**config.mk**
```make
export PLATFORM = sky130hd
export DESIGN_NAME = flash_cmd_decoder
export DESIGN_NICKNAME = d
export VERILOG_FILES = /design/src/rtl/fcd_pkg.sv /design/src/rtl/fcd_strobe.sv /design/src/rtl/fcd_acc_timer.sv /design/src/rtl/fcd_read_sel.sv /design/src/rtl/flash_cmd_decoder.sv
export SDC_FILE = /design/constraint.sdc
export NUM_CORES = 1
export LEC_CHECK = 0
export BUFFER_PORTS_ARGS = -buffer_cell sky130_fd_sc_hd__clkbuf_2
export CORE_MARGIN = 2
export CORE_UTILIZATION = 52
export CTS_BUF_LIST = sky130_fd_sc_hd__clkbuf_4
export CTS_CLUSTER_DIAMETER = 200
export DETAILED_ROUTE_END_ITERATION = 8
export GPL_TIMING_DRIVEN = 0
export PLACE_DENSITY_LB_ADDON = 0.3
export SLEW_MARGIN = 20
export SYNTH_ARGS = -nofsm -noshare
export SYNTH_HDL_FRONTEND = slang
export SYNTH_SLANG_ARGS = --single-unit
```
**constraint.sdc**
```tcl
create_clock -name clk -period 2.1 [get_ports clk]
set_input_delay 0.105 -clock clk [delete_from_list [all_inputs] [get_ports clk]]
set_output_delay 0.105 -clock clk [all_outputs]
set_load 0.01 [all_outputs]
```
**src/rtl/fcd_pkg.sv**
```systemverilog
package fcd_pkg;
    typedef enum logic [3:0] {
        S_IDLE, S_U1, S_U2, S_PROG, S_E1, S_E2, S_E3, S_ACC,
        S_AUTO, S_BYP, S_BYP_PROG, S_BYP_EXIT
    } seq_e;

    typedef enum logic [1:0] {OP_NONE, OP_SERASE, OP_BULK, OP_SUSP} op_e;

    localparam logic [1:0] RD_ARRAY = 2'd0;
    localparam logic [1:0] RD_ID    = 2'd1;
    localparam logic [1:0] RD_PROT  = 2'd2;

    localparam logic [7:0] K_UNLK1 = 8'hAA;
    localparam logic [7:0] K_UNLK2 = 8'h55;
    localparam logic [7:0] K_AUTO  = 8'h90;
    localparam logic [7:0] K_PROG  = 8'hA0;
    localparam logic [7:0] K_ERASE = 8'h80;
    localparam logic [7:0] K_BYP   = 8'h20;
    localparam logic [7:0] K_SECT  = 8'h30;
    localparam logic [7:0] K_BULK  = 8'h10;
    localparam logic [7:0] K_SUSP  = 8'hB0;
    localparam logic [7:0] K_RST   = 8'hF0;
    localparam logic [7:0] K_BYPX  = 8'h00;
endpackage

```
**src/rtl/fcd_strobe.sv**
```systemverilog
module fcd_strobe #(
    parameter int ADDR_W = 16,
    parameter int NSECT  = 8
) (
    input  logic              clk,
    input  logic              rst_n,
    input  logic              wr_n,
    input  logic [ADDR_W-1:0] addr,
    input  logic [NSECT-1:0]  cs,
    output logic [ADDR_W-1:0] lat_addr,
    output logic [NSECT-1:0]  lat_cs,
    output logic              wr_evt
);
    logic              wr_d, wr_q;
    logic [ADDR_W-1:0] addr_d, addr_q;
    logic [NSECT-1:0]  cs_d, cs_q;

    always_comb begin
        wr_d   = wr_n;
        addr_d = addr_q;
        cs_d   = cs_q;
        if (wr_q && !wr_n) begin
            addr_d = addr;
            cs_d   = cs;
        end
    end

    always_ff @(posedge clk) begin
        if (!rst_n) begin
            wr_q   <= 1'b1;
            addr_q <= '0;
            cs_q   <= '0;
        end else begin
            wr_q   <= wr_d;
            addr_q <= addr_d;
            cs_q   <= cs_d;
        end
    end

    assign wr_evt   = !wr_q && wr_n;
    assign lat_addr = addr_q;
    assign lat_cs   = cs_q;
endmodule

```
**src/rtl/fcd_acc_timer.sv**
```systemverilog
module fcd_acc_timer #(
    parameter int WIN = 64
) (
    input  logic clk,
    input  logic rst_n,
    input  logic load,
    input  logic run,
    output logic expire
);
    localparam int CW = $clog2(WIN + 1);
    logic [CW-1:0] cnt_d, cnt_q;

    always_comb begin
        cnt_d = cnt_q;
        if (load)
            cnt_d = CW'(WIN - 1);
        else if (run && cnt_q != '0)
            cnt_d = cnt_q - 1'b1;
    end

    always_ff @(posedge clk) begin
        if (!rst_n) cnt_q <= '0;
        else        cnt_q <= cnt_d;
    end

    assign expire = run && !load && (cnt_q == '0);


    win_load_chk: assert property (@(posedge clk) disable iff (!rst_n)
        load |=> (cnt_q == CW'(WIN - 1)));
endmodule

```
**src/rtl/fcd_read_sel.sv**
```systemverilog
module fcd_read_sel (
    input  logic       auto_mode,
    input  logic [1:0] addr_lo,
    input  logic       cs_any,
    output logic [1:0] sel
);
    import fcd_pkg::*;
    always_comb begin
        sel = RD_ARRAY;
        if (auto_mode) begin
            if (addr_lo == 2'b01)
                sel = RD_ID;
            else if (addr_lo == 2'b10 && cs_any)
                sel = RD_PROT;
        end
    end
endmodule

```
**src/rtl/flash_cmd_decoder.sv**
```systemverilog
module flash_cmd_decoder #(
    parameter int ADDR_W  = 16,
    parameter int DEC_W   = 12,
    parameter int NSECT   = 8,
    parameter int ACC_WIN = 64
) (
    input  logic              clk,
    input  logic              rst_n,
    input  logic [ADDR_W-1:0] bus_addr,
    input  logic [7:0]        bus_wdata,
    input  logic              bus_wr_n,
    input  logic [NSECT-1:0]  sect_sel,
    input  logic              arr_busy,
    input  logic              arr_done,
    input  logic              arr_err,
    output logic              prog_req,
    output logic [ADDR_W-1:0] prog_addr,
    output logic [7:0]        prog_data,
    output logic              erase_req,
    output logic              erase_bulk,
    output logic [NSECT-1:0]  erase_mask,
    output logic              susp_pulse,
    output logic              resume_pulse,
    output logic [1:0]        rd_sel
);
    import fcd_pkg::*;

    localparam logic [DEC_W-1:0] ADR_A = DEC_W'(12'h555);
    localparam logic [DEC_W-1:0] ADR_B = DEC_W'(12'hAAA);

    typedef struct packed {
        seq_e              seq;
        op_e               op;
        logic              pgm_busy;
        logic              err;
        logic [NSECT-1:0]  mask;
        logic              prog_req;
        logic [ADDR_W-1:0] prog_addr;
        logic [7:0]        prog_data;
        logic              erase_req;
        logic              bulk;
        logic              susp;
        logic              resume;
    } st_t;

    st_t st_d, st_q;

    logic [ADDR_W-1:0] lat_addr;
    logic [NSECT-1:0]  lat_cs;
    logic              wr_evt, tmr_load, tmr_run, tmr_exp;
    logic [DEC_W-1:0]  lo;
    logic [7:0]        wd;
    logic              busy, in_byp, blocked;

    fcd_strobe #(.ADDR_W(ADDR_W), .NSECT(NSECT)) u_strobe (
        .clk(clk), .rst_n(rst_n), .wr_n(bus_wr_n), .addr(bus_addr),
        .cs(sect_sel), .lat_addr(lat_addr), .lat_cs(lat_cs), .wr_evt(wr_evt));

    fcd_acc_timer #(.WIN(ACC_WIN)) u_timer (
        .clk(clk), .rst_n(rst_n), .load(tmr_load), .run(tmr_run),
        .expire(tmr_exp));

    fcd_read_sel u_rdsel (
        .auto_mode(st_q.seq == S_AUTO), .addr_lo(bus_addr[1:0]),
        .cs_any(|sect_sel), .sel(rd_sel));

    assign lo      = lat_addr[DEC_W-1:0];
    assign wd      = bus_wdata;
    assign busy    = arr_busy || st_q.pgm_busy ||
                     st_q.op == OP_SERASE || st_q.op == OP_BULK;
    assign in_byp  = st_q.seq == S_BYP || st_q.seq == S_BYP_PROG ||
                     st_q.seq == S_BYP_EXIT;
    assign blocked = (st_q.op == OP_SUSP) && |(lat_cs & st_q.mask);
    assign tmr_run = (st_q.seq == S_ACC) && !wr_evt;

    always_comb begin
        st_d           = st_q;
        st_d.prog_req  = 1'b0;
        st_d.erase_req = 1'b0;
        st_d.susp      = 1'b0;
        st_d.resume    = 1'b0;
        tmr_load       = 1'b0;

        if (arr_done) begin
            if (st_q.pgm_busy)
                st_d.pgm_busy = 1'b0;
            else if (st_q.op == OP_SERASE || st_q.op == OP_BULK)
                st_d.op = OP_NONE;
        end

        if (tmr_exp) begin
            st_d.erase_req = 1'b1;
            st_d.bulk      = 1'b0;
            st_d.op        = OP_SERASE;
            st_d.seq       = S_IDLE;
        end

        if (wr_evt) begin
            if (wd == K_RST) begin
                st_d.err = 1'b0;
                st_d.seq = in_byp ? S_BYP : S_IDLE;
            end else if (st_q.err) begin
                st_d.seq = st_q.seq;
            end else if (wd == K_SUSP && st_q.op == OP_SERASE && !arr_done) begin
                st_d.op   = OP_SUSP;
                st_d.susp = 1'b1;
            end else if (!busy) begin
                unique case (st_q.seq)
                    S_IDLE: begin
                        if (st_q.op == OP_SUSP && wd == K_SECT) begin
                            st_d.op     = OP_SERASE;
                            st_d.resume = 1'b1;
                        end else if (lo == ADR_A && wd == K_UNLK1)
                            st_d.seq = S_U1;
                    end
                    S_U1: st_d.seq = (lo == ADR_B && wd == K_UNLK2) ? S_U2 : S_IDLE;
                    S_U2: begin
                        st_d.seq = S_IDLE;
                        if (lo == ADR_A) begin
                            if (wd == K_AUTO)      st_d.seq = S_AUTO;
                            else if (wd == K_PROG) st_d.seq = S_PROG;
                            else if (wd == K_ERASE && st_q.op != OP_SUSP) st_d.seq = S_E1;
                            else if (wd == K_BYP && st_q.op != OP_SUSP)   st_d.seq = S_BYP;
                        end
                    end
                    S_PROG, S_BYP_PROG: begin
                        st_d.seq = (st_q.seq == S_PROG) ? S_IDLE : S_BYP;
                        if (!blocked) begin
                            st_d.prog_req  = 1'b1;
                            st_d.prog_addr = lat_addr;
                            st_d.prog_data = wd;
                            st_d.pgm_busy  = 1'b1;
                        end
                    end
                    S_E1: st_d.seq = (lo == ADR_A && wd == K_UNLK1) ? S_E2 : S_IDLE;
                    S_E2: st_d.seq = (lo == ADR_B && wd == K_UNLK2) ? S_E3 : S_IDLE;
                    S_E3: begin
                        st_d.seq = S_IDLE;
                        if (wd == K_SECT) begin
                            st_d.seq  = S_ACC;
                            st_d.mask = lat_cs;
                            tmr_load  = 1'b1;
                        end else if (wd == K_BULK && lo == ADR_A) begin
                            st_d.erase_req = 1'b1;
                            st_d.bulk      = 1'b1;
                            st_d.mask      = '1;
                            st_d.op        = OP_BULK;
                        end
                    end
                    S_ACC: begin
                        if (wd == K_SECT) begin
                            st_d.mask = st_q.mask | lat_cs;
                            tmr_load  = 1'b1;
                        end else
                            st_d.seq = S_IDLE;
                    end
                    S_AUTO: st_d.seq = S_AUTO;
                    S_BYP: begin
                        if (wd == K_PROG)      st_d.seq = S_BYP_PROG;
                        else if (wd == K_AUTO) st_d.seq = S_BYP_EXIT;
                    end
                    S_BYP_EXIT: st_d.seq = (wd == K_BYPX) ? S_IDLE : S_BYP;
                    default: st_d.seq = S_IDLE;
                endcase
            end
        end

        if (arr_err) st_d.err = 1'b1;
    end

    always_ff @(posedge clk) begin
        if (!rst_n) begin
            st_q     <= '0;
            st_q.seq <= S_IDLE;
            st_q.op  <= OP_NONE;
        end else begin
            st_q <= st_d;
        end
    end

    assign prog_req     = st_q.prog_req;
    assign prog_addr    = st_q.prog_addr;
    assign prog_data    = st_q.prog_data;
    assign erase_req    = st_q.erase_req;
    assign erase_bulk   = st_q.bulk;
    assign erase_mask   = st_q.mask;
    assign susp_pulse   = st_q.susp;
    assign resume_pulse = st_q.resume;


    bulk_mask_chk: assert property (@(posedge clk) disable iff (!rst_n)
        (erase_req && erase_bulk) |-> (&erase_mask));

    sect_from_acc_chk: assert property (@(posedge clk) disable iff (!rst_n)
        (erase_req && !erase_bulk) |-> ($past(st_q.seq) == S_ACC));

    susp_enter_chk: assert property (@(posedge clk) disable iff (!rst_n)
        susp_pulse |-> ($past(st_q.op) == OP_SERASE && st_q.op == OP_SUSP));

    resume_src_chk: assert property (@(posedge clk) disable iff (!rst_n)
        resume_pulse |-> ($past(st_q.op) == OP_SUSP));

    one_req_chk: assert property (@(posedge clk) disable iff (!rst_n)
        $onehot0({prog_req, erase_req, susp_pulse, resume_pulse}));

    err_block_chk: assert property (@(posedge clk) disable iff (!rst_n)
        prog_req |-> !$past(st_q.err));
endmodule

```
==> impl_metrics.json <==
{
  "status": "complete, no violations",
  "core_area_um2": 7210,
  "cts.clk_slew.worst_paths_ns": 0.12,
  "seqCellArea_um2": 1540,
  "drt-met1-wl_mm": 4.71,
  "fin_setup_tns_ns": 0,
  "initial_core_util_pct": 53.5,
  "synth_top_cell_area_share_pct": 39.9,
  "p_comb_share_pct": 9.7,
  "grt_pass1_wl_mm": 17.3,
  "cell_internal_pwr_mw": 1.95,
  "drv_cap": 0,
  "clock_sinks": 77,
  "drt-total-wl_mm": 11.1,
  "vias": 3818,
  "layout_common_cells": "clkbuf_2 (79), dfxtp_1 (76), nand2_1 (66), nor2_1 (49), buf_4 (43)",
  "synthTopCellsByArea": "dfxtp_1 (40%), nand2_1 (6.5%), buf_4 (6.4%)",
  "fp-row-count": 31,
  "critPathKind": "reg2reg",
  "hp-class": "in2reg",
  "slowest_stage": "dfxtp_1",
  "cp.buffers_inverters": 1,
  "p_sw_share_pct": 26.6,
  "fin_crit_ns": 2.02,
  "fp.dieW_um": 90.2,
  "hold_ws_ns": 0.0383,
  "required_ns": 2.42,
  "grt_usage_pct": 26.6,
  "post-route-worst-setup-slack_ns": 0.0820,
  "wl_per_cell_um": 16.2,
  "ioPinCount": 77,
  "port_buffers": 76,
  "yosysWarnings": 0,
  "ys_ff_latch": 77,
  "synth_nets": 497,
  "avgSynthCellArea_um2": 8.45,
  "firstDrtPassIters": 5,
  "fmax_mhz": 496,
  "critPathLaunchType": "flop",
  "finalCritPeriodShare_pct": 96.1,
  "worstSetupEndpointType": "flop",
  "nets": 620,
  "die-area_um2": 8130,
  "highest_layer": "met4",
  "cts_tree": "yes",
  "fillers": 606,
  "p_sw_mw": 0.710,
  "die_h_um": 90.2,
  "p_leak_nw": 1.98,
  "grt_pass1_vias": 3504,
  "fin_skew_ns": 0.0210,
  "worstPathMaxFanout": 8,
  "syn_inst": 457,
  "ir_drop_mv": 0.351,
  "cpLargestDelayFamily": "compound AO/OA/AOI/OAI gates",
  "ys.flop_type": "dfxtp_1",
  "ant_nets": 0,
  "drt-initial-drc-count": 378,
  "synth-edff-count": 0,
  "power_per_cell_area_nw_per_um2": 537,
  "htreeDepth": 3,
  "grt_max_degree": 14,
  "yosysUniqueCellTypes": 58,
  "p_seq_share_pct": 57.0,
  "fin_cells": 683,
  "worst_slew_pin_slew_ns": 0.778,
  "cp.arrival_ns": 2.33,
  "maxSlewHeadroom_pct": 47.9,
  "n_antenna_cell": 0,
  "multi_input_area_um2": 2070,
  "clkPwrFrac_pct": 33.3,
  "cts_buffers": 9,
  "worstPathCellList": "nor4bb_1, nand4_1, buf_4, o41ai_2, a31oi_2, o2bb2ai_1",
  "dp_slack_ns": -0.305,
  "synth_seq_area_share_pct": 39.9,
  "layout-drive-gt1-share_pct": 28.3,
  "gr-total-overflow": 0,
  "wl_met2_mm": 5.38,
  "mostFrequentLayoutCell": "clkbuf_2",
  "antenna_found_initial": 0,
  "synth_area_um2": 3860,
  "dp_cells": 632,
  "route.met3.wl_um": 731,
  "cts-root-buf": "clkbuf_4",
  "synth.largest_area_cell": "dfxtp_1",
  "dp_hpwl_mm": 7.72,
  "area_growth_pct": 28.5,
  "setup_viol": 0,
  "place.gp.congestion": 0.916,
  "async_reset_ff_share_pct": 0,
  "insertion_delay_ns": 0.43,
  "cts_buffer_depth": 2,
  "hold_viol_final": 0,
  "avgViaCountPerCell": 5.59,
  "maxSlewViolCount": 0,
  "slowest_delay_ns": 0.41,
  "drc": 0
}
==> area by class of cell <==
| class | count | share of cell area (%) |
|---|---|---|
| sequential | 77 | 31.1 |
| tap | 99 | 2.50 |
| buffer | 52 | 6.89 |
| clock buffer | 9 | 1.36 |
| inverter | 8 | 0.605 |
| clock inverter | 6 | 1.26 |
| multi-input combinational | 319 | 41.6 |
| timing repair buffer | 113 | 14.6 |
==> power by group through the flow <==
stage | registers (mW) | logic, mW | clock network [mW]
after detailed placement | 1.55 | 0.201 | 0
after CTS | 1.52 | 0.244 | 0.893
after floorplan | 1.54 | 0.112 | 0
after global placement | 1.55 | 0.198 | 0
after global routing | 1.52 | 0.279 | 0.959
final | 1.52 | 0.257 | 0.887
==> worst register-to-register path, stage by stage (launching register included) <==
cell       delay (ns)
dfxtp_1          0.41
nor4bb_1         0.41
nand4_1          0.14
buf_4            0.18
o41ai_2          0.34
a31oi_2          0.25
o2bb2ai_1        0.19
==> worst paths after layout <==
path | to | slack [ns] | start | cells after the start
worst max-delay path | erase_mask[7]$_SDFFE_PN0P_ | 0.08 | u_strobe.lat_addr[10]$_SDFFE_PN0P_ | 6
worst min-delay path | prog_data[6]$_SDFFE_PN0P_ | 0.04 | bus_wdata[6] | 3
worst max register to register | erase_mask[7]$_SDFFE_PN0P_ | 0.08 | u_strobe.lat_addr[10]$_SDFFE_PN0P_ | 6
worst min register to register | u_strobe.lat_addr[14]$_SDFFE_PN0P_ | 0.47 | u_strobe.lat_addr[14]$_SDFFE_PN0P_ | 2
==> Yosys cell counts (all sizes together) (4+ instances only) <==
| cell type | n |
|---|---|
| o211ai | 5 |
| and2 | 4 |
| nand2 | 67 |
| a22oi | 4 |
| mux2i | 24 |
| a21oi | 38 |
| nor3 | 6 |
| xnor2 | 4 |
| nand4 | 8 |
| nor4bb | 6 |
| and3 | 4 |
| and4b | 4 |
| a211oi | 4 |
| nor4b | 5 |
| nor4 | 8 |
| nor2 | 49 |
| nand3 | 7 |
| clkbuf | 17 |
| xor2 | 4 |
| o2bb2ai | 8 |
| buf | 36 |
| inv | 8 |
| o21ai | 10 |
| a31oi | 4 |
| nand2b | 8 |
| dfxtp | 77 |
==> sequential cells by signal (all words and copies together), names as in the netlist <==
register           flops
u_strobe.lat_addr     16
u_strobe.lat_cs        8
prog_addr             16
erase_bulk             1
erase_req              1
resume_pulse           1
susp_pulse             1
prog_req               1
u_strobe.wr_q          1
erase_mask             8
prog_data              8
st_q                   8
u_timer.cnt_q          7
==> layer usage <==
metal / up-vias / track usage, %
li1: 1853 / -
met4: 0 / 9.36
met5: - / 0
met2: 154 / 44.5
met1: 1783 / 33.9
met3: 28 / 5.87
==> repair_timing <==
action,CTS,global route
pin swaps,1,3
buffers inserted,3,7
endpoints found under the hold margin,28,0
hold buffers,27,0
setup endpoints to repair,41,35
gates resized for setup,16,13
==> logic make-up after synthesis <==
family | count (synthesis) | share of synthesized area [%]
muxes | 24 | 6.22
DFF | 77 | 39.9
buffers and inverters | 61 | 9.53
adders and majority gates | 2 | 0.648
and+or+nand+nor | 194 | 26.3
xor gates and xnor gates | 8 | 1.81
AOI/OAI and AO/OA | 91 | 15.6
==> stage by stage <==
| stage | util (%) | area (µm²) | total power, mW |
|---|---|---|---|
| after floorplan | - | 3860 | 1.65 |
| after global placement | 60.5 | 4370 | 1.75 |
| after detailed placement | 60.5 | 4370 | 1.75 |
| after CTS | 67.2 | 4850 | 2.65 |
| after global routing | 68.7 | 4960 | 2.76 |
| final | 68.7 | 4960 | 2.66 |
Power figures use the tool's default switching activity.
